<file path="src/rtl/rhc_pkg.sv">
package rhc_pkg;
  typedef enum logic [1:0] {
    SEQ_IDLE = 2'd0,
    SEQ_SOFT = 2'd1,
    SEQ_RUN  = 2'd2,
    SEQ_WAIT = 2'd3
  } seq_st_e;

  typedef enum logic [1:0] {
    OPM_HIZ = 2'b00,
    OPM_CHG = 2'b01,
    OPM_OTG = 2'b10,
    OPM_RSV = 2'b11
  } opmode_e;
endpackage

</file>
<file path="src/rtl/rhc_persist.sv">
module rhc_persist #(
  parameter int unsigned ILIM_CYC = 90
) (
  input  logic clk,
  input  logic rst_n,
  input  logic armed_i,
  input  logic flag_i,
  output logic trip_o
);
  localparam int unsigned CW = $clog2(ILIM_CYC + 1);
  localparam logic [CW-1:0] LAST = CW'(ILIM_CYC - 1);

  logic [CW-1:0] cnt_q, cnt_d;
  logic          cnt_en;

  always_comb begin
    cnt_en = 1'b0;
    cnt_d  = cnt_q;
    if (!armed_i || !flag_i) begin
      cnt_en = (cnt_q != '0);
      cnt_d  = '0;
    end else if (cnt_q != LAST) begin
      cnt_en = 1'b1;
      cnt_d  = cnt_q + 1'b1;
    end
  end

  always_ff @(posedge clk or negedge rst_n) begin
    if (!rst_n)      cnt_q <= '0;
    else if (cnt_en) cnt_q <= cnt_d;
  end

  assign trip_o = armed_i && flag_i && (cnt_q == LAST);
endmodule

</file>
<file path="src/rtl/rhc_seq.sv">
module rhc_seq
  import rhc_pkg::*;
#(
  parameter int unsigned SS_CYC  = 250,
  parameter int unsigned OFF_CYC = 100000
) (
  input  logic    clk,
  input  logic    rst_n,
  input  logic    en_i,
  input  logic    trip_i,
  output seq_st_e st_o
);
  localparam int unsigned MAXC = (SS_CYC > OFF_CYC) ? SS_CYC : OFF_CYC;
  localparam int unsigned TW   = $clog2(MAXC + 1);
  localparam logic [TW-1:0] SS_LAST  = TW'(SS_CYC - 1);
  localparam logic [TW-1:0] OFF_LAST = TW'(OFF_CYC - 1);

  seq_st_e       st_q, st_d;
  logic [TW-1:0] cnt_q, cnt_d;
  logic          cnt_en;

  always_comb begin
    st_d = st_q;
    if (!en_i) begin
      st_d = SEQ_IDLE;
    end else begin
      unique case (st_q)
        SEQ_IDLE: st_d = SEQ_SOFT;
        SEQ_SOFT: if (trip_i) st_d = SEQ_WAIT;
                  else if (cnt_q == SS_LAST) st_d = SEQ_RUN;
        SEQ_RUN:  if (trip_i) st_d = SEQ_WAIT;
        SEQ_WAIT: if (cnt_q == OFF_LAST) st_d = SEQ_SOFT;
        default:  st_d = SEQ_IDLE;
      endcase
    end
  end

  always_comb begin
    cnt_en = 1'b0;
    cnt_d  = cnt_q;
    if (st_d != st_q) begin
      cnt_en = 1'b1;
      cnt_d  = '0;
    end else if (st_q == SEQ_SOFT || st_q == SEQ_WAIT) begin
      cnt_en = 1'b1;
      cnt_d  = cnt_q + 1'b1;
    end
  end

  always_ff @(posedge clk or negedge rst_n) begin
    if (!rst_n) begin
      st_q  <= SEQ_IDLE;
      cnt_q <= '0;
    end else begin
      st_q <= st_d;
      if (cnt_en) cnt_q <= cnt_d;
    end
  end

  assign st_o = st_q;

  // a dropped enable request always lands in idle
  p_idle_on_drop_r10: assert property (@(posedge clk) disable iff (!rst_n)
    !en_i |=> (st_q == SEQ_IDLE));

  // the run state is only reached after a complete soft-start window
  p_full_softstart_r2: assert property (@(posedge clk) disable iff (!rst_n)
    (st_q == SEQ_RUN && $past(st_q) == SEQ_SOFT) |-> ($past(cnt_q) == SS_LAST));

  // off-time ends only at its terminal count
  p_full_offtime_r4: assert property (@(posedge clk) disable iff (!rst_n)
    (st_q == SEQ_SOFT && $past(st_q) == SEQ_WAIT) |-> ($past(cnt_q) == OFF_LAST));
endmodule

</file>
<file path="src/rtl/rhc_route.sv">
module rhc_route
  import rhc_pkg::*;
(
  input  logic       clk,
  input  logic       rst_n,
  input  logic       fault_i,
  input  logic [1:0] mode_i,
  input  logic       ign_chg_i,
  input  logic       ign_otg_i,
  input  logic       src_ovr_i,
  input  logic       src_sel_i,
  input  logic       auto_src_i,
  output logic       chg_req_o,
  output logic       otg_req_o,
  output logic       src_vbat_o
);
  logic chg_q, chg_d, otg_q, otg_d;

  always_comb begin
    chg_d = fault_i && (opmode_e'(mode_i) == OPM_CHG) && !ign_chg_i;
    otg_d = fault_i && (opmode_e'(mode_i) == OPM_OTG) && !ign_otg_i;
  end

  always_ff @(posedge clk or negedge rst_n) begin
    if (!rst_n) begin
      chg_q <= 1'b0;
      otg_q <= 1'b0;
    end else begin
      chg_q <= chg_d;
      otg_q <= otg_d;
    end
  end

  assign chg_req_o  = chg_q;
  assign otg_req_o  = otg_q;
  assign src_vbat_o = src_ovr_i ? src_sel_i : auto_src_i;

  // never both supervisors at once
  p_one_target_r5: assert property (@(posedge clk) disable iff (!rst_n)
    !(chg_req_o && otg_req_o));

  // high-impedance mode stays quiet
  p_hiz_quiet_r5: assert property (@(posedge clk) disable iff (!rst_n)
    (mode_i == 2'b00) |=> (!chg_req_o && !otg_req_o));

  // ignore bit of the active mode suppresses the request
  p_ign_chg_r6: assert property (@(posedge clk) disable iff (!rst_n)
    (mode_i == 2'b01 && ign_chg_i) |=> !chg_req_o);
  p_ign_otg_r6: assert property (@(posedge clk) disable iff (!rst_n)
    (mode_i == 2'b10 && ign_otg_i) |=> !otg_req_o);
endmodule

</file>
<file path="src/rtl/reg_hiccup_ctrl.sv">
module reg_hiccup_ctrl
  import rhc_pkg::*;
#(
  parameter int unsigned ILIM_CYC = 90,
  parameter int unsigned SS_CYC   = 250,
  parameter int unsigned OFF_CYC  = 100000
) (
  input  logic       clk,
  input  logic       rst_n,
  input  logic       enable_i,
  input  logic       ilim_i,
  input  logic       uv_i,
  input  logic       ovl_i,
  input  logic       sticky_clr_i,
  input  logic [1:0] mode_i,
  input  logic       ign_chg_i,
  input  logic       ign_otg_i,
  input  logic       src_ovr_i,
  input  logic       src_sel_i,
  input  logic       auto_src_i,
  output logic       reg_en_o,
  output logic       softstart_o,
  output logic       hiccup_wait_o,
  output logic       fault_sticky_o,
  output logic       chg_fault_req_o,
  output logic       otg_rst_req_o,
  output logic       sw_stop_o,
  output logic       src_vbat_o
);
  seq_st_e st;
  logic    trip;
  logic    fault_now;
  logic    sticky_q, sticky_d;

  rhc_persist #(.ILIM_CYC(ILIM_CYC)) u_persist (
    .clk     (clk),
    .rst_n   (rst_n),
    .armed_i (reg_en_o),
    .flag_i  (ilim_i),
    .trip_o  (trip)
  );

  rhc_seq #(.SS_CYC(SS_CYC), .OFF_CYC(OFF_CYC)) u_seq (
    .clk    (clk),
    .rst_n  (rst_n),
    .en_i   (enable_i),
    .trip_i (trip),
    .st_o   (st)
  );

  assign reg_en_o      = (st == SEQ_SOFT) || (st == SEQ_RUN);
  assign softstart_o   = (st == SEQ_SOFT);
  assign hiccup_wait_o = (st == SEQ_WAIT);

  // undervoltage is expected while ramping, so it qualifies only in run
  assign fault_now = hiccup_wait_o || (uv_i && st == SEQ_RUN);

  rhc_route u_route (
    .clk        (clk),
    .rst_n      (rst_n),
    .fault_i    (fault_now),
    .mode_i     (mode_i),
    .ign_chg_i  (ign_chg_i),
    .ign_otg_i  (ign_otg_i),
    .src_ovr_i  (src_ovr_i),
    .src_sel_i  (src_sel_i),
    .auto_src_i (auto_src_i),
    .chg_req_o  (chg_fault_req_o),
    .otg_req_o  (otg_rst_req_o),
    .src_vbat_o (src_vbat_o)
  );

  assign sw_stop_o = chg_fault_req_o || otg_rst_req_o;

  // set wins over clear so an active fault keeps the bit high
  always_comb begin
    sticky_d = sticky_q;
    if (ovl_i || hiccup_wait_o) sticky_d = 1'b1;
    else if (sticky_clr_i)      sticky_d = 1'b0;
  end

  always_ff @(posedge clk or negedge rst_n) begin
    if (!rst_n) sticky_q <= 1'b0;
    else        sticky_q <= sticky_d;
  end

  assign fault_sticky_o = sticky_q;

  // a qualified current limit forces the off-time
  p_trip_to_wait_r3: assert property (@(posedge clk) disable iff (!rst_n)
    (trip && enable_i) |=> hiccup_wait_o);

  // overload always lands in the sticky bit
  p_ovl_sets_r8: assert property (@(posedge clk) disable iff (!rst_n)
    ovl_i |=> fault_sticky_o);

  // without a clear the sticky bit never drops
  p_sticky_hold_r8: assert property (@(posedge clk) disable iff (!rst_n)
    (fault_sticky_o && !sticky_clr_i) |=> fault_sticky_o);
endmodule

</file>
<file path="config.mk">
export PLATFORM = sky130hd
export DESIGN_NAME = reg_hiccup_ctrl
export DESIGN_NICKNAME = d
export VERILOG_FILES = /design/src/rtl/rhc_pkg.sv /design/src/rtl/rhc_persist.sv /design/src/rtl/rhc_seq.sv /design/src/rtl/rhc_route.sv /design/src/rtl/reg_hiccup_ctrl.sv
export SDC_FILE = /design/constraint.sdc
export NUM_CORES = 1
export LEC_CHECK = 0
export BUFFER_PORTS_ARGS = -buffer_cell sky130_fd_sc_hd__buf_4
export CORE_ASPECT_RATIO = 2
export CORE_MARGIN = 2
export CORE_UTILIZATION = 55
export DETAILED_ROUTE_END_ITERATION = 10
export GPL_TIMING_DRIVEN = 0
export HOLD_SLACK_MARGIN = 0.12
export PLACE_DENSITY = 0.89
export RECOVER_POWER = 50
export SETUP_SLACK_MARGIN = 0.2
export SYNTH_ARGS = -nofsm -noshare
export SYNTH_HDL_FRONTEND = slang
export SYNTH_HIERARCHICAL = 1
export SYNTH_SLANG_ARGS = --single-unit
</file>
<file path="constraint.sdc">
create_clock -name clk -period 4.2 [get_ports clk]
set_input_delay 0.42 -clock clk [delete_from_list [all_inputs] [get_ports clk]]
set_output_delay 0.42 -clock clk [all_outputs]
set_load 0.01 [all_outputs]
</file>
==> impl_metrics.toml, run 1 <==
[critical_path]
ff2ff_setup_slack_ps = 1520
crit_fanout = 10
worstPathRequired_ps = 4370
critPathArrivalTime_ps = 2850
crit_path_end_kind = "flop"
cp-start-kind = "flop"
critPathKind = "flop to flop"

[sta]
setup_viol = 0
worst_pin_slew_ps = 1580
fin_setup_tns_ps = 0
grt_setup_unrepaired = "false"
finalCritPeriodShare_pct = 63.8
skew_ps = 4.86
final-max-slew-violation-count = 30
final.setup.worst_slack_ps = 1520
fmax_mhz = 373
hold_viol_final = 0
hold_ws_ps = 335
fin_crit_ps = 2680
relSlewSlack_pct = -5.33

[grt]
grt_max_degree = 30
grt-ovfl-total = 0
grt_pass1_vias = 1357
grtUsageTotal_pct = 25.0
antenna_found_initial = 0
grt_pass1_wl_mm = 6.31

[die]
ioPinCount = 22
row_count = 28
initial_utilization_pct = 56.1
fp.dieH_um = 81.0
die-width_um = 42.5
die-area_um2 = 3440
core-area_um2 = 2910

[layout]
final_cell_mix = "dfrtp_1, nor2_1, buf_4"
layout.nets = 212
fin_cells = 221
antenna_cells = 0
drive_gt1_share_pct = 21.5
syn_to_final_growth_pct = 17.0
final_common_cell = "dfrtp_1"

[place]
pre_cts_ws_ps = 1620
port_buffers = 21
place_congestion = 0.791
placed_cells = 212
hpwlAfterDp_mm = 2.66

[synthesis]
yosysTopAreaCell = "dfrtp_1"
synth_cell_types = 34
synthTopCellsByArea = "dfrtp_1, xor2_1, ha_1, nor2_1, xnor2_1"
ys.flop_type = "dfrtp_1"
ys_seq_area_share_pct = 44.5
async_reset_ff_share_pct = 100
synth_edf_count = 0
synth.avg_cell_area_um2 = 10.1
syn_nets = 183
synth_seq_cells = 29
yosys_warnings = 6
synth_top_area_share_pct = 44.5
syn_area_um2 = 1630
synthCells = 161

[job]
drv_cap = 1

[clock_network]
cts.sinks = 29
clock_latency_ps = 280
cts_buffers = 5
post_cts_resized = 0
htreeDepth = 2
clkSlewWorstSetupHoldPaths_ps = 60
cts_tree = "built"
clk_path_buf_depth = 2
cts-root-buf = "clkbuf_8"

[route]
wl_met3_um = 58
avgViaCountPerCell = 5.78
highest_layer = "met4"
wire_per_inst_um = 16.9
wl_met2_mm = 2.30
first_iter_violations = 57
drtPass1Iterations = 4
drc = 0
wl_met1_mm = 1.32
vias = 1277
wl_mm = 3.74
drt.antenna.violating_nets = 0

[hold_path]
hold_path.class = "primary input to flop"

[run_status]
status = "complete, but fails checks"
violations = "max-capacitance violations, max-slew violations"

[pwr]
comb_power_share_pct = 16.1
p_per_area_nw_per_um2 = 331
p_seq_share_pct = 48.5
clockPowerShare_pct = 35.4
p_sw_share_pct = 28.6
internal_power_mw = 0.451
ir_drop_mv = 0.336
leakage_nw = 0.866
p_sw_mw = 0.181
flip-flops by register name, indices dropped and copies added, names as in the netlist:
signal and cells:
u_route/chg_req_o 1, u_route/otg_req_o 1, fault_sticky_o 1, u_persist/cnt_q 7, u_seq/cnt_q 17, u_seq/st_o 2
synthesized netlist by cell type, drive strengths merged, types with 2 or more instances:
cell type  count
o21a           3
and3           4
o21ai          3
inv           11
nor2          26
nor4           2
nand2          6
xor2          12
xnor2          8
ha             8
a21oi          3
nand3         10
dfrtp         29
buf            3
and4bb         2
nor4b          2
nor3           6
nand4         11
metrics by stage:
| stage | power, mW | utilization (%) | instance area, um2 |
|---|---|---|---|
| after floorplan | 0.373 | - | 1630 |
| after global placement | 0.404 | 62.8 | 1830 |
| after detailed placement | 0.412 | 62.8 | 1830 |
| after CTS | 0.637 | 66.1 | 1920 |
| after global routing | 0.658 | 65.6 | 1910 |
| final | 0.632 | 65.6 | 1910 |
final cells by class:
type	count	area, um2
Fill cell	229	1000
Multi-Input combinational cell	118	830
Sequential cell	29	726
Timing Repair Buffer	22	153
Clock buffer	5	68.8
Inverter	11	41.3
Tap cell	30	37.5
Buffer	3	33.8
Clock inverter	3	17.5
worst max-delay path, stage by stage, from the launching register on:
cell and delay [ps]:
dfrtp_1 540, ha_1 300, inv_1 110, nand2_1 200
nor2_1 270, inv_1 80, maj3_1 370, a21oi_1 280
a211o_4 200, buf_6 150, nor2_1 60
metal layers:
metal | vias up | GRT usage (%)
met5 | - | 0
met3 | 5 | 4.67
met1 | 645 | 23.9
met4 | 0 | 11.3
met2 | 18 | 49.4
li1 | 609 | -
final timing paths:
kind	cells after the start	endpoint	startpoint
worst max-delay path	10	u_seq/cnt_q[0]$_DFFE_PN0P_	u_seq/st_o[1]$_DFF_PN0_
worst min-delay path	2	fault_sticky_o$_DFFE_PN0P_	sticky_clr_i
worst max register to register	10	u_seq/cnt_q[0]$_DFFE_PN0P_	u_seq/st_o[1]$_DFF_PN0_
worst min register to register	2	fault_sticky_o$_DFFE_PN0P_	fault_sticky_o$_DFFE_PN0P_
max in group asynchronous	2	u_seq/cnt_q[9]$_DFFE_PN0P_	rst_n
min in group asynchronous	2	u_seq/st_o[1]$_DFF_PN0_	rst_n
kinds of logic after synthesis:
logic type	share of synthesized area (%)
and+or+nand+nor	26.2
DFF	44.5
xor gates and xnor gates	10.7
buffers and inverters	4.60
AOI/OAI and AO/OA	5.68
adders and majority gates	6.75
muxes	1.53
power by group through the flow:
stage          Clock (mW)  Sequential, mW  Combinational (mW)
3_3_place_gp            0           0.311              0.0934
5_1_grt             0.239           0.309               0.110
3_5_place_dp            0           0.311               0.101
4_1_cts             0.227           0.306               0.103
6_report            0.224           0.306               0.102
2_1_floorplan           0           0.308              0.0650
what timing repair did:
item,4_1_cts,5_1_grt
endpoints found under the hold margin,29,0
setup buffers,0,0
hold buffers,1,0
Note: power is estimated with default switching activity, not from simulation.
==> run 2, diff against run 1 <==
--- a/config.mk
+++ b/config.mk
@@ -5,6 +5,7 @@
 export SDC_FILE = /design/constraint.sdc
 export NUM_CORES = 1
 export LEC_CHECK = 0
+export ABC_AREA = 1
 export BUFFER_PORTS_ARGS = -buffer_cell sky130_fd_sc_hd__buf_4
 export CORE_ASPECT_RATIO = 2
 export CORE_MARGIN = 2
@@ -12,7 +13,7 @@
 export DETAILED_ROUTE_END_ITERATION = 10
 export GPL_TIMING_DRIVEN = 0
 export HOLD_SLACK_MARGIN = 0.12
-export PLACE_DENSITY = 0.89
+export PLACE_DENSITY = 0.88
 export RECOVER_POWER = 50
 export SETUP_SLACK_MARGIN = 0.2
 export SYNTH_ARGS = -nofsm -noshare
==> constraint.sdc (replaced) <==
create_clock -name clk -period 2.7 [get_ports clk]
set_input_delay 0.27 -clock clk [delete_from_list [all_inputs] [get_ports clk]]
set_output_delay 0.27 -clock clk [all_outputs]
set_load 0.01 [all_outputs]
==> run 2 against run 1 <==
Effect of this change:
- the flow still finishes with violations (max-capacitance violations, max-slew violations)
- cell area up 17%
- area after synthesis increased by 18%
- clock skew up 5.2 ps
- via count grew 28%
- global-route usage down 4.0 points
- clock power up 75%
- critical endpoint is now u_seq/cnt_q[1]$_DFFE_PN0P_
- largest power group unchanged
==> impl_metrics.toml, run 2 <==
[run_status]
status = "complete, but fails checks"
violations = "max-capacitance violations, max-slew violations"

[layout]
largest_reg_flops = 17
multi_input_area_um2 = 992
syn_to_final_growth_pct = 15.4
nFillCells = 277
final_common_cell = "nand2_1"
final_area_um2 = 2220
regMostFlops = "u_seq/cnt_q"
seq_area_um2 = 726
antenna_cells = 0
drive_gt1_share_pct = 21.5
final_cell_mix = "nand2_1, nor2_1, inv_1"
layout.nets = 305

[die]
core-area_um2 = 3380
die-area_um2 = 4020
initial_utilization_pct = 57.1
ioPinCount = 22
die-width_um = 45.9
fp.dieH_um = 87.7
row_count = 30

[grt]
grt_max_degree = 30
globalRouteMet3Util_pct = 3.09
busiest_layer = "met2"
grt_pass1_vias = 1581
grt-ovfl-total = 0
antenna_found_initial = 0
grt_use_met2_pct = 39.5
use_met1_pct = 18.2
grtUsageTotal_pct = 21.0
grt_pass1_wl_mm = 6.15

[synthesis]
synth_seq_cells = 29
syn_area_um2 = 1930
async_reset_ff_share_pct = 100
synth_cell_types = 25
ys.flop_type = "dfrtp_1"
synthCells = 254
yosys_warnings = 6
synth_common_cells = "nand2_1, nor2_1, inv_1, dfrtp_1"
yosysTopAreaCell = "dfrtp_1"
synth_top_area_share_pct = 37.6
synth.avg_cell_area_um2 = 7.59
ys_seq_area_share_pct = 37.6
synthTopCellsByArea = "dfrtp_1, nand2_1, nor2_4, nor2_1, inv_1"
syn_nets = 276
synth_edf_count = 0
synth.most_common_cell = "nand2_1"

[sta]
skew_ps = 10.0
fin_setup_tns_ps = 0
grt_setup_unrepaired = "false"
worst_pin_slew_ps = 1570
setup_viol = 0
finalCritPeriodShare_pct = 85.4
final-max-slew-violation-count = 30
fmax_mhz = 434
hold_viol_final = 0
fin_crit_ps = 2310
relSlewSlack_pct = -4.59

[critical_path]
crit_path_end_kind = "flop"
cp-start-kind = "flop"
worstPathRequired_ps = 2860
ff2ff_setup_slack_ps = 390
critPathKind = "flop to flop"
crit_path_start = "u_seq/st_o[1]$_DFF_PN0_"
worstReg2RegStart = "u_seq/st_o[1]$_DFF_PN0_"
rr_endpoint = "u_seq/cnt_q[1]$_DFFE_PN0P_"
crit_fanout = 10
crit_end = "u_seq/cnt_q[1]$_DFFE_PN0P_"
worstRegToRegCells = 16
critPathArrivalTime_ps = 2470

[place]
hpwlAfterDp_mm = 2.87
place_congestion = 0.930
port_buffers = 21
placed_area_um2 = 2130

[clock_network]
clock_latency_ps = 290
cts-root-buf = "clkbuf_8"
clkSlewWorstSetupHoldPaths_ps = 60
htreeDepth = 2
cts_buffers = 5
postCtsSetupBuffers = 0
cts_tree = "built"
clk_path_buf_depth = 2
cts.sinks = 29

[route]
drt.antenna.violating_nets = 0
first_iter_violations = 51
wl_mm = 3.75
drc = 0
wire_per_inst_um = 11.9
vias = 1629
avgViaCountPerCell = 5.16
drtPass1Iterations = 5

[pwr]
leakage_nw = 1.08
internal_power_mw = 0.751
p_sw_share_pct = 27.6
p_seq_share_pct = 46.1
clockPowerShare_pct = 37.8
p_per_area_nw_per_um2 = 466
ir_drop_mv = 0.271
comb_power_share_pct = 16.0
p_sw_mw = 0.286

[job]
drv_cap = 1

[hold_path]
hold_path.class = "primary input to flop"
[run 2: cell count changes after synthesis, moves of 3 or more]
cell     previous run  this run
nand3_1            10        13
nand4_1            10         3
inv_2               0         9
o21a_1              3         0
and3_1              4         0
nand2_1             6        65
nand2_2             0         5
nor2_4              0        13
nor2_1             25        38
inv_1              11        35
xnor2_1             8         3
[run 2: per-layer routing]
| metal | share of wire (%) | wire length (um) |
|---|---|---|
| met5 | 0 | 0 |
| met3 | 3.8 | 144 |
| met1 | 34 | 1270 |
| met4 | 2.3 | 87 |
| met2 | 60 | 2250 |
[run 2: logic make-up after synthesis]
| group | after synthesis | share of synthesized area, % |
|---|---|---|
| flip-flops | 29 | 37.6 |
| buffers and inverters | 49 | 11.0 |
| XOR/XNOR | 15 | 6.81 |
| AND/OR/NAND/NOR | 147 | 37.8 |
| AO/OA/AOI/OAI | 6 | 1.56 |
| adder cells (fa/ha/maj) | 8 | 5.19 |
[run 2: how the worst min path moves through the flow]
| stage | start | endpoint | slack, ps | cells after the start |
|---|---|---|---|---|
| after floorplan | rst_n | fault_sticky_o$_DFFE_PN0P_ | -30 | 0 |
| after global placement | rst_n | u_persist/cnt_q[0]$_DFFE_PN0P_ | 210 | 1 |
| after detailed placement | rst_n | u_persist/cnt_q[0]$_DFFE_PN0P_ | 220 | 1 |
| after CTS | ovl_i | fault_sticky_o$_DFFE_PN0P_ | 170 | 3 |
| after global routing | ovl_i | fault_sticky_o$_DFFE_PN0P_ | 190 | 3 |
| final | ovl_i | fault_sticky_o$_DFFE_PN0P_ | 180 | 3 |
[run 2: stage by stage]
stage	setup WS [ps]	hold WS [ps]	power (mW)	utilization, %	instances
6_report	393	177	1.04	65.9	316
5_1_grt	166	189	1.09	65.9	316
4_1_cts	294	174	1.05	66.2	316
3_5_place_dp	305	216	0.656	62.9	307
3_3_place_gp	370	214	0.646	62.9	307
2_1_floorplan	589	-25.6	0.595	-	254
[run 2: worst max-delay path: stages, from the launching register on]
cell,delay [ps]
dfrtp_1,530
ha_1,300
inv_1,80
nand2_2,110
nor2_1,120
nand2_1,90
inv_1,60
inv_1,40
nor3_1,130
nor2_1,70
nand2_1,90
nand2_1,70
nand2_1,70
nand2_2,60
nand2_4,110
buf_12,190
nor2_4,40
[run 2: final cells by class]
type | instances | area share [%]
clock buffer | 7 | 4.33
tap | 32 | 1.80
buffer | 2 | 1.41
multi-input combinational | 176 | 44.6
clock inverter | 1 | 0.225
timing repair buffer | 22 | 6.86
inverter | 47 | 8.16
sequential | 29 | 32.6
[run 2: power by group through the flow]
stage / combinational, mW / clock [mW] / sequential (mW)
6_report: 0.166 / 0.393 / 0.478
5_1_grt: 0.188 / 0.417 / 0.482
4_1_cts: 0.172 / 0.403 / 0.479
3_5_place_dp: 0.170 / 0 / 0.486
3_3_place_gp: 0.162 / 0 / 0.484
2_1_floorplan: 0.115 / 0 / 0.480
[run 2: what timing repair did]
item	CTS	global route
hold buffers	1	0
endpoints found under the hold margin	29	0
gates resized for setup	0	2
setup endpoints to repair	0	10
==> run 3, diff against run 2 <==
--- a/config.mk
+++ b/config.mk
@@ -9,11 +9,11 @@
 export BUFFER_PORTS_ARGS = -buffer_cell sky130_fd_sc_hd__buf_4
 export CORE_ASPECT_RATIO = 2
 export CORE_MARGIN = 2
-export CORE_UTILIZATION = 55
+export CORE_UTILIZATION = 58
 export DETAILED_ROUTE_END_ITERATION = 10
 export GPL_TIMING_DRIVEN = 0
 export HOLD_SLACK_MARGIN = 0.12
-export PLACE_DENSITY = 0.88
+export PLACE_DENSITY = 0.91
 export RECOVER_POWER = 50
 export SETUP_SLACK_MARGIN = 0.2
 export SYNTH_ARGS = -nofsm -noshare
==> run 3 against run 2 <==
Effect of this change:
- the run still ends with max-capacitance violations, max-slew violations left
- non-clock buffer count rose by 2
- clock skew fell by 4.2 ps
- sequential power barely moved
- sequential cell count did not move
- cell area did not move
- sequential share of layout area rose by 0.056 points
- via count rose by 0.49%
- hold slack got worse by 2.4 ps
- die area fell by 4.8%
- wire length rose by 3.7%
- critical path type unchanged
- critical endpoint unchanged
- largest power group unchanged
- highest routed layer unchanged
==> impl_metrics.toml, run 3 (synthesized netlist as in run 2, its figures left out) <==
[critical_path]
path_cells = "ha_1, inv_1, nand2_2, nor2_1, nand2_1, inv_1, inv_1, nor3_1, nor2_1, nand2_1, nand2_1, nand2_1, nand2_2, nand2_4, buf_12, nor2_4"
crit_fanout = 10
crit_path_end_kind = "flop"
cp_top_family = "simple AND/OR/NAND/NOR gates"
cp-start-kind = "flop"
worstPathRequired_ps = 2860
crit_top_cell = "nand2_1"
path_buf_inv = 4
critPathSlowestCell = "dfrtp_2"
slowest_delay_ps = 480
critPathKind = "flop to flop"
critPathArrivalTime_ps = 2420

[pwr]
p_seq_share_pct = 47.8
p_total_mw = 1.00
p_sw_share_pct = 27.7
comb_power_share_pct = 17.1
leakage_nw = 1.07
internal_power_mw = 0.725
p_sw_mw = 0.277
clockPowerShare_pct = 35.0
ir_drop_mv = 0.419
p_per_area_nw_per_um2 = 450

[job]
drv_cap = 1

[layout]
largest_reg_flops = 17
syn_to_final_growth_pct = 15.4
regMostFlops = "u_seq/cnt_q"
final_common_cell = "nand2_1"
drive_gt1_share_pct = 21.8
final_cell_mix = "nand2_1, nor2_1, inv_1"
antenna_cells = 0
layout.nets = 307

[sta]
hold_viol_final = 0
setup_viol = 0
worst_pin_slew_ps = 1570
grt_setup_unrepaired = "false"
relSlewSlack_pct = -4.83
fin_crit_ps = 2260
fin_setup_tns_ps = 0
final-max-slew-violation-count = 30
finalCritPeriodShare_pct = 83.6
skew_ps = 5.76
fmax_mhz = 443

[route]
wl_mm = 3.89
drc = 0
first_iter_violations = 51
vias = 1637
avgViaCountPerCell = 5.18
drt.antenna.violating_nets = 0
drtPass1Iterations = 4
wire_per_inst_um = 12.3

[die]
fp.dieH_um = 85.5
ioPinCount = 22
row_count = 29
die-area_um2 = 3830
initial_utilization_pct = 61.1
die-width_um = 44.8
core-area_um2 = 3160

[clock_network]
cts.sinks = 29
cts_tree = "built"
clkSlewWorstSetupHoldPaths_ps = 60
cts-root-buf = "clkbuf_8"
clock_latency_ps = 280
htreeDepth = 2
clk_path_buf_depth = 2
cts_buffers = 5

[run_status]
status = "complete, but fails checks"
violations = "max-capacitance violations, max-slew violations"

[grt]
grt_max_degree = 30
grt_pass1_wl_mm = 6.40
busiest_layer = "met2"
grt_use_met2_pct = 42.4
antenna_found_initial = 0
grt-ovfl-total = 0
globalRouteMet3Util_pct = 6.11
grt_pass1_vias = 1583
grtUsageTotal_pct = 23.2
use_met1_pct = 21.2

[hold_path]
hold_path.class = "primary input to flop"

[place]
port_buffers = 21
place_congestion = 0.938
hpwlAfterDp_mm = 2.88
==> run 3: cell count changes in the layout (fill, tap and decap cells not counted) <==
cell	previous run	this run
buf_4	17	18
clkinv_2	1	0
dfrtp_1	29	28
dfrtp_2	0	1
clkbuf_4	0	1
clkbuf_8	7	6
clkbuf_1	4	5
==> run 3: final cells by class <==
class	count	area [um2]
Multi-Input combinational cell	176	992
Fill cell	253	932
Sequential cell	29	727
Inverter	47	181
Timing Repair Buffer	24	168
Clock buffer	7	86.3
Tap cell	31	38.8
Buffer	2	31.3
==> run 3: worst paths after layout <==
kind,depth (start not counted),slack [ps],startpoint,to
hold reg to reg,2,480,fault_sticky_o$_DFFE_PN0P_,fault_sticky_o$_DFFE_PN0P_
hold / removal,3,170,ovl_i,fault_sticky_o$_DFFE_PN0P_
setup / recovery,16,440,u_seq/st_o[1]$_DFF_PN0_,u_seq/cnt_q[1]$_DFFE_PN0P_
min in group asynchronous,2,910,rst_n,u_persist/cnt_q[6]$_DFFE_PN0P_
max in group asynchronous,2,760,rst_n,u_seq/st_o[1]$_DFF_PN0_
setup reg to reg,16,440,u_seq/st_o[1]$_DFF_PN0_,u_seq/cnt_q[1]$_DFFE_PN0P_
==> run 3: worst min-delay path, stage by stage <==
cell     delay [ps]
buf_4            80
nor2_1           30
nand2_1          50
==> run 3: per-stage QoR <==
| stage | util, % | cell area (um2) | hold WS, ps | setup slack, ps | instances |
|---|---|---|---|---|---|
| after global routing | 70.5 | 2220 | 187 | 230 | 316 |
| final | 70.5 | 2220 | 174 | 444 | 316 |
| after floorplan | - | 1930 | -25.6 | 589 | 254 |
| after CTS | 70.4 | 2220 | 168 | 345 | 314 |
| after detailed placement | 67.3 | 2120 | 215 | 356 | 306 |
| after global placement | 67.3 | 2120 | 214 | 394 | 306 |
==> run 3: power by group through the flow <==
stage / Combinational [mW] / Clock, mW / Sequential [mW]
6_report: 0.172 / 0.351 / 0.479
5_1_grt: 0.197 / 0.384 / 0.481
4_1_cts: 0.172 / 0.366 / 0.479
3_5_place_dp: 0.170 / 0 / 0.486
3_3_place_gp: 0.161 / 0 / 0.484
2_1_floorplan: 0.115 / 0 / 0.480
==> run 3: layer usage <==
metal	vias up	routed length [um]
li1	818	-
met1	760	1390
met2	44	2190
met3	15	181
met4	0	126
met5	-	0
==> run 3: what timing repair did <==
action | in CTS | in global routing
hold endpoints to repair | 29 | 0
setup buffers | 0 | 2
hold buffers | 1 | 0
gates resized for setup | 0 | 2
endpoints found under the setup margin | 0 | 10
